$ cat src/rtl/pms_pkg.sv
package pms_pkg;
  localparam int CHAR_W       = 8;
  localparam int ELEM_W       = 19;
  localparam int ID_W         = 4;
  localparam int MAX_MATCHERS = 16;

  typedef enum logic [1:0] {
    EK_ONE   = 2'd0,
    EK_TWO   = 2'd1,
    EK_CLASS = 2'd2,
    EK_ANY   = 2'd3
  } elem_kind_e;

  typedef struct packed {
    elem_kind_e        kind;
    logic              neg;
    logic [CHAR_W-1:0] val_b;
    logic [CHAR_W-1:0] val_a;
  } elem_t;
endpackage

$ cat src/rtl/pms_elem_match.sv
module pms_elem_match
  import pms_pkg::*;
#(
  parameter int                CC_W = 8,
  parameter logic [ELEM_W-1:0] ELEM = '0
) (
  input  logic [CHAR_W-1:0] char_i,
  input  logic [CC_W-1:0]   cc_i,
  output logic              hit_o
);
  localparam elem_t      E    = elem_t'(ELEM);
  localparam elem_kind_e KIND = E.kind;
  localparam int         CIDX = int'(E.val_a) % CC_W;

  logic raw;

  always_comb begin
    case (KIND)
      EK_ONE:   raw = (char_i == E.val_a);
      EK_TWO:   raw = (char_i == E.val_a) || (char_i == E.val_b);
      EK_CLASS: raw = cc_i[CIDX];
      default:  raw = 1'b1;
    endcase
  end

  assign hit_o = raw ^ E.neg;
endmodule

$ cat src/rtl/pms_nfa.sv
module pms_nfa
  import pms_pkg::*;
#(
  parameter int                        CC_W    = 8,
  parameter int                        MAX_LEN = 4,
  parameter int                        LEN     = 1,
  parameter logic [MAX_LEN*ELEM_W-1:0] ELEMS   = '0
) (
  input  logic              clk_i,
  input  logic              rst_ni,
  input  logic              valid_i,
  input  logic [CHAR_W-1:0] char_i,
  input  logic [CC_W-1:0]   cc_i,
  output logic              fire_o
);
  logic [LEN-1:0] el_hit;
  logic [LEN-1:0] st_q;

  for (genvar i = 0; i < LEN; i++) begin : g_el
    pms_elem_match #(
      .CC_W(CC_W),
      .ELEM(ELEMS[i*ELEM_W +: ELEM_W])
    ) u_el (
      .char_i(char_i),
      .cc_i  (cc_i),
      .hit_o (el_hit[i])
    );
  end

  // state i set: tests 0..i passed on the last i+1 valid beats
  always_ff @(posedge clk_i or negedge rst_ni) begin
    if (!rst_ni) begin
      st_q <= '0;
    end else if (valid_i) begin
      st_q[0] <= el_hit[0];
      for (int i = 1; i < LEN; i++) st_q[i] <= st_q[i-1] & el_hit[i];
    end
  end

  assign fire_o = st_q[LEN-1];
endmodule

$ cat src/rtl/pms_prio_enc.sv
module pms_prio_enc
  import pms_pkg::*;
#(
  parameter int N = 4
) (
  input  logic [N-1:0]    req_i,
  output logic            valid_o,
  output logic [ID_W-1:0] id_o
);
  always_comb begin
    valid_o = |req_i;
    id_o    = '0;
    for (int i = N - 1; i >= 0; i--) begin
      if (req_i[i]) id_o = ID_W'(i);
    end
  end
endmodule

$ cat src/rtl/pipe_match_stage.sv
module pipe_match_stage
  import pms_pkg::*;
#(
  parameter int CC_W    = 8,
  parameter int NUM_M   = 4,
  parameter int MAX_LEN = 4,
  parameter logic [NUM_M*4-1:0] LENS = {4'd3, 4'd1, 4'd2, 4'd2},
  // matcher m at [m*MAX_LEN*ELEM_W +:], test 0 (oldest byte) lowest
  parameter logic [NUM_M*MAX_LEN*ELEM_W-1:0] PATTERNS = {
    19'h00000, 19'h0007A, 19'h40003, 19'h1000A,  // m3: !LF, class3, 'z'
    19'h00000, 19'h00000, 19'h00000, 19'h00062,  // m2: 'b'
    19'h00000, 19'h00000, 19'h27978, 19'h40000,  // m1: class0, 'x'|'y'
    19'h00000, 19'h00000, 19'h00062, 19'h00061   // m0: 'a','b'
  }
) (
  input  logic              clk_i,
  input  logic              rst_ni,
  input  logic              valid_i,
  input  logic [CHAR_W-1:0] char_i,
  input  logic [CC_W-1:0]   cc_i,
  input  logic              match_valid_i,
  input  logic [ID_W-1:0]   match_id_i,
  output logic              valid_o,
  output logic [CHAR_W-1:0] char_o,
  output logic [CC_W-1:0]   cc_o,
  output logic              match_valid_o,
  output logic [ID_W-1:0]   match_id_o
);
  localparam int PAT_W = MAX_LEN * ELEM_W;

  logic [NUM_M-1:0] fire;
  logic [NUM_M-1:0] req;
  logic             own_v;
  logic [ID_W-1:0]  own_id;
  logic             valid_q;
  logic [CHAR_W-1:0] char_q;
  logic [CC_W-1:0]  cc_q;
  logic             up_v_q;
  logic [ID_W-1:0]  up_id_q;

  for (genvar m = 0; m < NUM_M; m++) begin : g_m
    localparam int RAW_L = int'(LENS[m*4 +: 4]);
    localparam int L = (RAW_L < 1) ? 1 : ((RAW_L > MAX_LEN) ? MAX_LEN : RAW_L);
    pms_nfa #(
      .CC_W   (CC_W),
      .MAX_LEN(MAX_LEN),
      .LEN    (L),
      .ELEMS  (PATTERNS[m*PAT_W +: PAT_W])
    ) u_nfa (
      .clk_i  (clk_i),
      .rst_ni (rst_ni),
      .valid_i(valid_i),
      .char_i (char_i),
      .cc_i   (cc_i),
      .fire_o (fire[m])
    );
  end

  // a held state only counts on the beat that completed it
  assign req = fire & {NUM_M{valid_q}};

  pms_prio_enc #(.N(NUM_M)) u_enc (
    .req_i  (req),
    .valid_o(own_v),
    .id_o   (own_id)
  );

  always_ff @(posedge clk_i or negedge rst_ni) begin
    if (!rst_ni) begin
      valid_q <= 1'b0;
      char_q  <= '0;
      cc_q    <= '0;
      up_v_q  <= 1'b0;
      up_id_q <= '0;
    end else begin
      valid_q <= valid_i;
      if (valid_i) begin
        char_q <= char_i;
        cc_q   <= cc_i;
      end
      up_v_q  <= match_valid_i;
      up_id_q <= match_id_i;
    end
  end

  assign valid_o       = valid_q;
  assign char_o        = char_q;
  assign cc_o          = cc_q;
  assign match_valid_o = own_v | up_v_q;
  assign match_id_o    = own_v ? own_id : up_id_q;
endmodule

$ cat config.mk
export PLATFORM = sky130hd
export DESIGN_NAME = pipe_match_stage
export DESIGN_NICKNAME = d
export VERILOG_FILES = /design/src/rtl/pms_pkg.sv /design/src/rtl/pms_elem_match.sv /design/src/rtl/pms_nfa.sv /design/src/rtl/pms_prio_enc.sv /design/src/rtl/pipe_match_stage.sv
export SDC_FILE = /design/constraint.sdc
export NUM_CORES = 1
export LEC_CHECK = 0
export BUFFER_PORTS_ARGS = -buffer_cell sky130_fd_sc_hd__buf_2
export CAP_MARGIN = 20
export CORE_ASPECT_RATIO = 2
export CORE_UTILIZATION = 25
export CTS_CLUSTER_DIAMETER = 120
export DETAILED_ROUTE_END_ITERATION = 16
export SYNTH_ARGS = -nofsm -noshare
export SYNTH_HDL_FRONTEND = slang
export SYNTH_HIERARCHICAL = 1
export SYNTH_SLANG_ARGS = --single-unit
$ cat constraint.sdc
create_clock -name clk_i -period 2.85 [get_ports clk_i]
set_input_delay 0.4275 -clock clk_i [delete_from_list [all_inputs] [get_ports clk_i]]
set_output_delay 0.4275 -clock clk_i [all_outputs]
set_load 0.1 [all_outputs]
# After elaboration in Yosys (flattened, before gate mapping)
# Cells that the tools add are included.
[word_totals]
register_bits = 30
in_bits = 24
output_inout_bits = 22
word_cells = 29
[classes]
n_eq_ne = 6
n_mux = 5
bitwise_logic = 7
reduce_logical = 2
[ops]
columns = ["op", "count"]
rows = [
  ["$eq 8x7->1 const B", 5],
  ["$eq 8x4->1 const B", 1],
  ["$mux 2", 4],
  ["$and 1x1->1", 4],
  ["$and 4x4->4", 1],
  ["$mux 4", 1],
  ["$reduce_or 4->1", 1],
  ["$logic_or 1x1->1", 1],
  ["$not 1->1", 1],
  ["$or 1x1->1", 1],
]

# Logic depth before layout (Yosys ltp)
# Gate-level depths: netlist of run 1.
[depth]
ltp_word = 6
depth_mapped = 4
ltp_nobuf = 4

# Cells and area by module
# The synthesis of run 1 kept the hierarchy.
[by_module_without_submodules]
columns = ["mod", "n_inst", "cells_per_inst", "area_per_inst_um2", "seq_area_each_um2"]
rows = [
  ["pipe_match_stage", 1, 49, 875.8, 550.5],
  ["pms_nfa at g_m[0].u_nfa ...", 2, 6, 78.8, 50.0],
  ["pms_nfa at g_m[3].u_nfa", 1, 10, 117.6, 75.1],
  ["pms_elem_match at g_m[0].u_nfa.g_el[0].u_el ...", 4, 3, 23.8, 0.0],
  ["pms_prio_enc", 1, 10, 53.8, 0.0],
  ["pms_nfa at g_m[2].u_nfa", 1, 2, 40.0, 25.0],
  ["pms_elem_match at g_m[3].u_nfa.g_el[0].u_el", 1, 3, 33.8, 0.0],
  ["pms_elem_match at g_m[1].u_nfa.g_el[1].u_el", 1, 3, 25.0, 0.0],
  ["pms_elem_match at g_m[1].u_nfa.g_el[0].u_el ...", 2, 1, 7.5, 0.0],
]

# Worst setup path after synthesis of run 1
# OpenSTA, ideal clock, no wires.
[synth_path]
kind = "reg2out"
from = "register valid_q (netlist: valid_o)"
to = "output port match_id_o[0]"
arrival_time_ps = 1966
required_time_ps = 2423
slack_ps = 456
stages_incl_launch_ff = 5
n_path_buf = 0
path_cell_list = "dfrtp_1 and2_1 nor2_1 nand2_1 mux2_2"
[synth_via]
elab_cells_between_ends = 7
cone_classes = "mux: 5; bitwise: 1; reduce/logical: 1"
[synth_lines]
columns = ["element", "line_no", "text"]
rows = [
  ["start, declared", "pipe_match_stage.sv:35", "logic valid_q;"],
  ["start signal, assigned", "pipe_match_stage.sv:76", "valid_q <= valid_i;"],
  ["$and 4x4->4", "pipe_match_stage.sv:60", "assign req = fire & {NUM_M{valid_q}};"],
  ["named net req[0]", "pipe_match_stage.sv:32", "logic [NUM_M-1:0] req;"],
  ["$reduce_or 4->1", "pms_prio_enc.sv:11", "valid_o = |req_i;"],
  ["named net own_v", "pipe_match_stage.sv:33", "logic own_v;"],
  ["$mux 4", "pipe_match_stage.sv:90", "assign match_id_o = own_v ? own_id : up_id_q;"],
  ["end, declared", "pipe_match_stage.sv:27", "output logic [ID_W-1:0] match_id_o"],
]
# The timed path passes the listed nets, and every way through them passes these cells.

# Worst setup path in the final report of run 1
[layout_path]
from = "register valid_q (netlist: valid_o)"
to = "output port match_id_o[3]"
# The elaborated chain is that of the path after synthesis.

==> flow_summary.json, run 1 <==
{
  "ys_seq_area_share_pct": 53.1,
  "vias": 924,
  "ys.flop_type": "dfrtp_1",
  "grt_pass1_vias": 985,
  "synth.avg_cell_area_um2": 13.7,
  "synthAdderAreaFrac_pct": 0,
  "row_count": 38,
  "slowest_delay_ps": 410,
  "holdBufCountCts": 0,
  "power_leakage_nw": 0.836,
  "dieArea_um2": 5980,
  "synthTopCellsByCount": "dfrtp_1, mux2_4, mux2_2",
  "muxShareOfSynthArea_pct": 22.8,
  "cts.sinks": 30,
  "tightest_slew_ps": 718,
  "clockBufferDepth": 2,
  "grt_max_degree": 31,
  "crit_slowest_cell": "buf_2",
  "hold_viol": 0,
  "ctsResizeCount": 0,
  "numCtsBuffers": 5,
  "cp-start-kind": "register",
  "synth_xor_area_share_pct": 0,
  "synth_cell_types": 23,
  "clk_pin_slew_ps": 70,
  "yosys.area.top_type": "dfrtp_1",
  "grt_pass1_wl_mm": 4.38,
  "cp-end-kind": "primary output",
  "port_buffers": 45,
  "h-tree-depth": 2,
  "yosys_register_bits": 30,
  "drive_gt1_share_pct": 53.6,
  "tritoncts": "done",
  "synth_top_family_by_area": "multiplexers",
  "r2r_cells": 1,
  "drt.antenna.violating_nets": 0,
  "die_w_um": 55.2,
  "finalWorstSetupSlack_ps": 648,
  "ir_drop_uv": 316,
  "drt_wl_total_mm": 2.72,
  "path_max_fanout": 5,
  "grt-ovfl-total": 0,
  "yosys-top-cells-area": "dfrtp_1, mux2_4, mux2_2",
  "finalSetupViolCount": 0,
  "yosysMostFrequentCell": "dfrtp_1",
  "arrival_ps": 1770,
  "n_antenna_cell": 0,
  "crit_chain": "and2_1 -> nor2_1 -> nand2_1 -> mux2_2 -> buf_2",
  "hold_path_class": "in2async",
  "drc_errors": 0,
  "fin_setup_tns_ps": 0,
  "grt_antenna_before_repair": 0,
  "syn_area_um2": 1410,
  "slew_violations": 0,
  "via_per_inst": 4.38,
  "status": "finished, final reports clean",
  "core_area_um2": 5420,
  "timing.final.crit_period_ps": 2200,
  "relSlewSlack_pct": 52.1,
  "grt_usage_pct": 10.1,
  "cap_violations": 0,
  "power.density_nw_per_um2": 656,
  "synth_compound_area_share_pct": 2.04,
  "netlist_instances": 103,
  "finalNetCount": 174,
  "critPathRequiredTime_ps": 2420,
  "pin_count": 46,
  "yosysTopAreaCellShare_pct": 53.1,
  "whs_ps": 184,
  "cts_root_buf": "clkbuf_8",
  "synth_warnings": 6,
  "max_freq_mhz": 454,
  "async_reset_ff_share_pct": 100,
  "synthSimpleGateAreaFrac_pct": 16.1,
  "fin_skew_ps": 4.67,
  "pre_cts_ws_ps": 934,
  "firstDrtPassIters": 3,
  "path_class": "reg2out",
  "start_util_pct": 26.1,
  "insertion_delay_ps": 280,
  "cts_setup_buffers": 0,
  "wire_per_inst_um": 12.9,
  "fp.dieH_um": 108,
  "place_congestion": 0.674,
  "drt-initial-drc-count": 6,
  "syn_to_final_growth_pct": 23.6,
  "synth_edf_count": 0,
  "rsz0062_at_grt": "no",
  "post-route-period-util_pct": 77.3,
  "dp_hpwl_mm": 1.97
}
## final timing paths
kind,startpoint,endpoint,slack [ps]
max in group asynchronous,rst_ni,g_m[3].u_nfa/st_q[1],2230
min in group clk_i,match_id_i[0],up_id_q[0],250
hold reg to reg,cc_o[0],cc_o[0],510
setup / recovery,valid_o,match_id_o[3],650
hold / removal,rst_ni,cc_o[3],180
setup reg to reg,cc_o[4],cc_o[4],2080
## metrics by stage
| stage | util, % | cell area [um2] | std cells | power, mW |
|---|---|---|---|---|
| after detailed placement | 30.6 | 1660 | 203 | 0.808 |
| after CTS | 32.2 | 1750 | 211 | 1.17 |
| after global routing | 32.2 | 1750 | 211 | 1.19 |
| after floorplan | - | 1420 | 104 | 0.742 |
| after global placement | 30.6 | 1660 | 203 | 0.807 |
| final | 32.2 | 1750 | 211 | 1.15 |
## kinds of logic after synthesis
family / Yosys count
and+or+nand+nor: 32
AOI/OAI and AO/OA: 5
muxes: 24
other: 1
DFF: 30
buffers and inverters: 11
## registers in the layout, indices dropped and copies added (netlist names)
name / flops
g_m.u_nfa/st_q: 7
char_o: 8
valid_o: 1
g_m.u_nfa/fire_o: 1
up_v_q: 1
cc_o: 8
up_id_q: 4
## layer usage
metal	share of wire, %	GRT usage (%)	wire (um)	vias to the layer above
li1	-	-	-	448
met1	40	11.7	1080	435
met2	50	16.9	1370	37
met3	8.4	3.23	229	4
met4	1.4	3.21	38	0
met5	0	0	0	-
## cell type report
class / count / area [um2]
Fill cell: 577 / 3670
Sequential cell: 30 / 751
Tap cell: 60 / 75.1
Multi-Input combinational cell: 63 / 587
Clock buffer: 7 / 86.3
Clock inverter: 1 / 5.00
Inverter: 5 / 18.8
Timing Repair Buffer: 45 / 225
## critical path: cells and delay by family (launching register included)
family | cells | cell delay (ps)
DFF | 1 | 400
muxes | 1 | 250
and+or+nand+nor | 3 | 430
buffers and inverters | 1 | 410
## where the power goes
group,total [mW],switching [mW],internal [mW]
registers,0.471,0.0149,0.456
clock network,0.348,0.154,0.194
logic,0.327,0.257,0.0701
total,1.15,0.426,0.721
## cells in the final DEF (no fill, tap or decap), drive strengths merged
master / instances
clkinv: 1
nand4bb: 2
a21oi: 1
nor4b: 2
and2: 4
nand2: 3
buf: 45
nor2: 6
nand3: 4
nand2b: 1
dfrtp: 30
nor4bb: 3
mux2: 24
nor3: 2
clkbuf: 7
conb: 2
inv: 5
nand4b: 1
or2: 1
o21ai: 4
and4b: 3
Note: power is estimated with default switching activity, not from simulation.
==> run 2: changes to the inputs <==
Clock period 2.85 ns to 1.8 ns, I/O delays scaled along.
==> flow_summary.json, run 2 (same netlist as run 1, synthesis figures left out) <==
{
  "grt_antenna_before_repair": 0,
  "rsz0062_at_grt": "yes",
  "port_buffers": 45,
  "ir_drop_uv": 517,
  "cap_violations": 0,
  "fin_cells": 215,
  "timing.final.crit_period_ps": 1890,
  "place_congestion": 0.687,
  "cp-start-kind": "register",
  "clockBufferDepth": 2,
  "power.density_nw_per_um2": 969,
  "cts_setup_buffers": 0,
  "drt.antenna.violating_nets": 0,
  "power_leakage_nw": 0.902,
  "cp-end-kind": "primary output",
  "finalSetupViolCount": 5,
  "insertion_delay_ps": 270,
  "arrival_ps": 1620,
  "wire_per_inst_um": 14.0,
  "path_class": "reg2out",
  "r2r_cells": 1,
  "final_cell_mix": "buf_2, dfrtp_1, mux2_4",
  "die_w_um": 55.2,
  "status": "finished, violations left",
  "clk_pin_slew_ps": 60,
  "grt_pass1_vias": 1045,
  "start_util_pct": 26.1,
  "via_per_inst": 4.34,
  "pin_count": 46,
  "finalPower_mw": 1.85,
  "h-tree-depth": 2,
  "post-route-period-util_pct": 105,
  "grt_pass1_wl_mm": 4.78,
  "drt-initial-drc-count": 15,
  "grt_max_degree": 30,
  "hold_path_class": "in2reg",
  "fin_skew_ps": 1.56,
  "syn_to_final_growth_pct": 34.9,
  "pre_cts_ws_ps": 40.4,
  "path_max_fanout": 5,
  "drt_wl_total_mm": 3.01,
  "dp_hpwl_mm": 2.15,
  "relSlewSlack_pct": 66.4,
  "max_freq_mhz": 530,
  "core_area_um2": 5420,
  "n_antenna_cell": 0,
  "grt-ovfl-total": 0,
  "drc_errors": 0,
  "row_count": 38,
  "hold_viol": 0,
  "fp.dieH_um": 108,
  "tightest_slew_ps": 504,
  "cts_root_buf": "clkbuf_8",
  "grt_usage_pct": 11.5,
  "final_cell_area_um2": 1910,
  "dp.cells": 206,
  "cts.sinks": 30,
  "finalWorstSetupSlack_ps": -86.0,
  "dieArea_um2": 5980,
  "vias": 933,
  "violations": "setup timing",
  "min_delay_path_depth": 1,
  "tritoncts": "done",
  "firstDrtPassIters": 4,
  "final_common_cell": "buf_2",
  "numCtsBuffers": 5,
  "place_area_um2": 1760,
  "drive_gt1_share_pct": 59.4,
  "critPathRequiredTime_ps": 1530,
  "slew_violations": 0,
  "finalNetCount": 178
}
-- run 2: repair_timing --
item                                   4_1_cts  5_1_grt
resized for setup                           15        0
cloned                                       0        0
hold buffers                                 1        0
setup endpoints to repair                    5        5
endpoints found under the hold margin       22        0
pin swaps                                    3        0
-- run 2: area by class of cell --
type                            count  area, um2
Tap cell                           60       75.1
Clock buffer                        7       86.3
Clock inverter                      1       5.00
Sequential cell                    30        754
Timing Repair Buffer               49        340
Multi-Input combinational cell     63        627
Inverter                            5       18.8
Fill cell                         561       3510
-- run 2: path summary, 6_finish.rpt --
kind / start / to / slack, ps
min in group asynchronous: rst_ni / char_o[1] / 510
setup / recovery: valid_o / match_id_o[3] / -90
max in group asynchronous: rst_ni / g_m[1].u_nfa/st_q[0] / 780
setup reg to reg: g_m[2].u_nfa/fire_o / g_m[2].u_nfa/fire_o / 1030
hold reg to reg: cc_o[1] / cc_o[1] / 500
hold / removal: match_id_i[1] / up_id_q[1] / 100
-- run 2: critical path: stages, from the launching register on --
cell and delay (ps):
dfrtp_4 490, and2_4 160, nor2_4 130, nand2_4 70
buf_6 120, mux2_4 200, buf_12 170
-- run 2: through the flow --
step,hold WS [ps],setup TNS [ps],utilization (%)
2_1_floorplan,-25.6,-465,-
3_3_place_gp,269,0,32.4
3_5_place_dp,273,0,32.4
4_1_cts,90.3,-428,35.2
5_1_grt,94.3,-675,35.2
6_report,96.4,-371,35.2
-- run 2: report_power, final --
part	leakage, nW	switching (mW)	internal, mW
clock network	0.0482	0.242	0.308
registers	0.359	0.0244	0.723
logic	0.496	0.414	0.137
-- run 2: per-layer routing --
metal	track usage, %	up-vias	part of all wire [%]
met3	2.25	5	5.7
met4	4.29	0	1.5
li1	-	454	-
met5	0	-	0
met2	19.9	36	52
met1	13.1	438	41
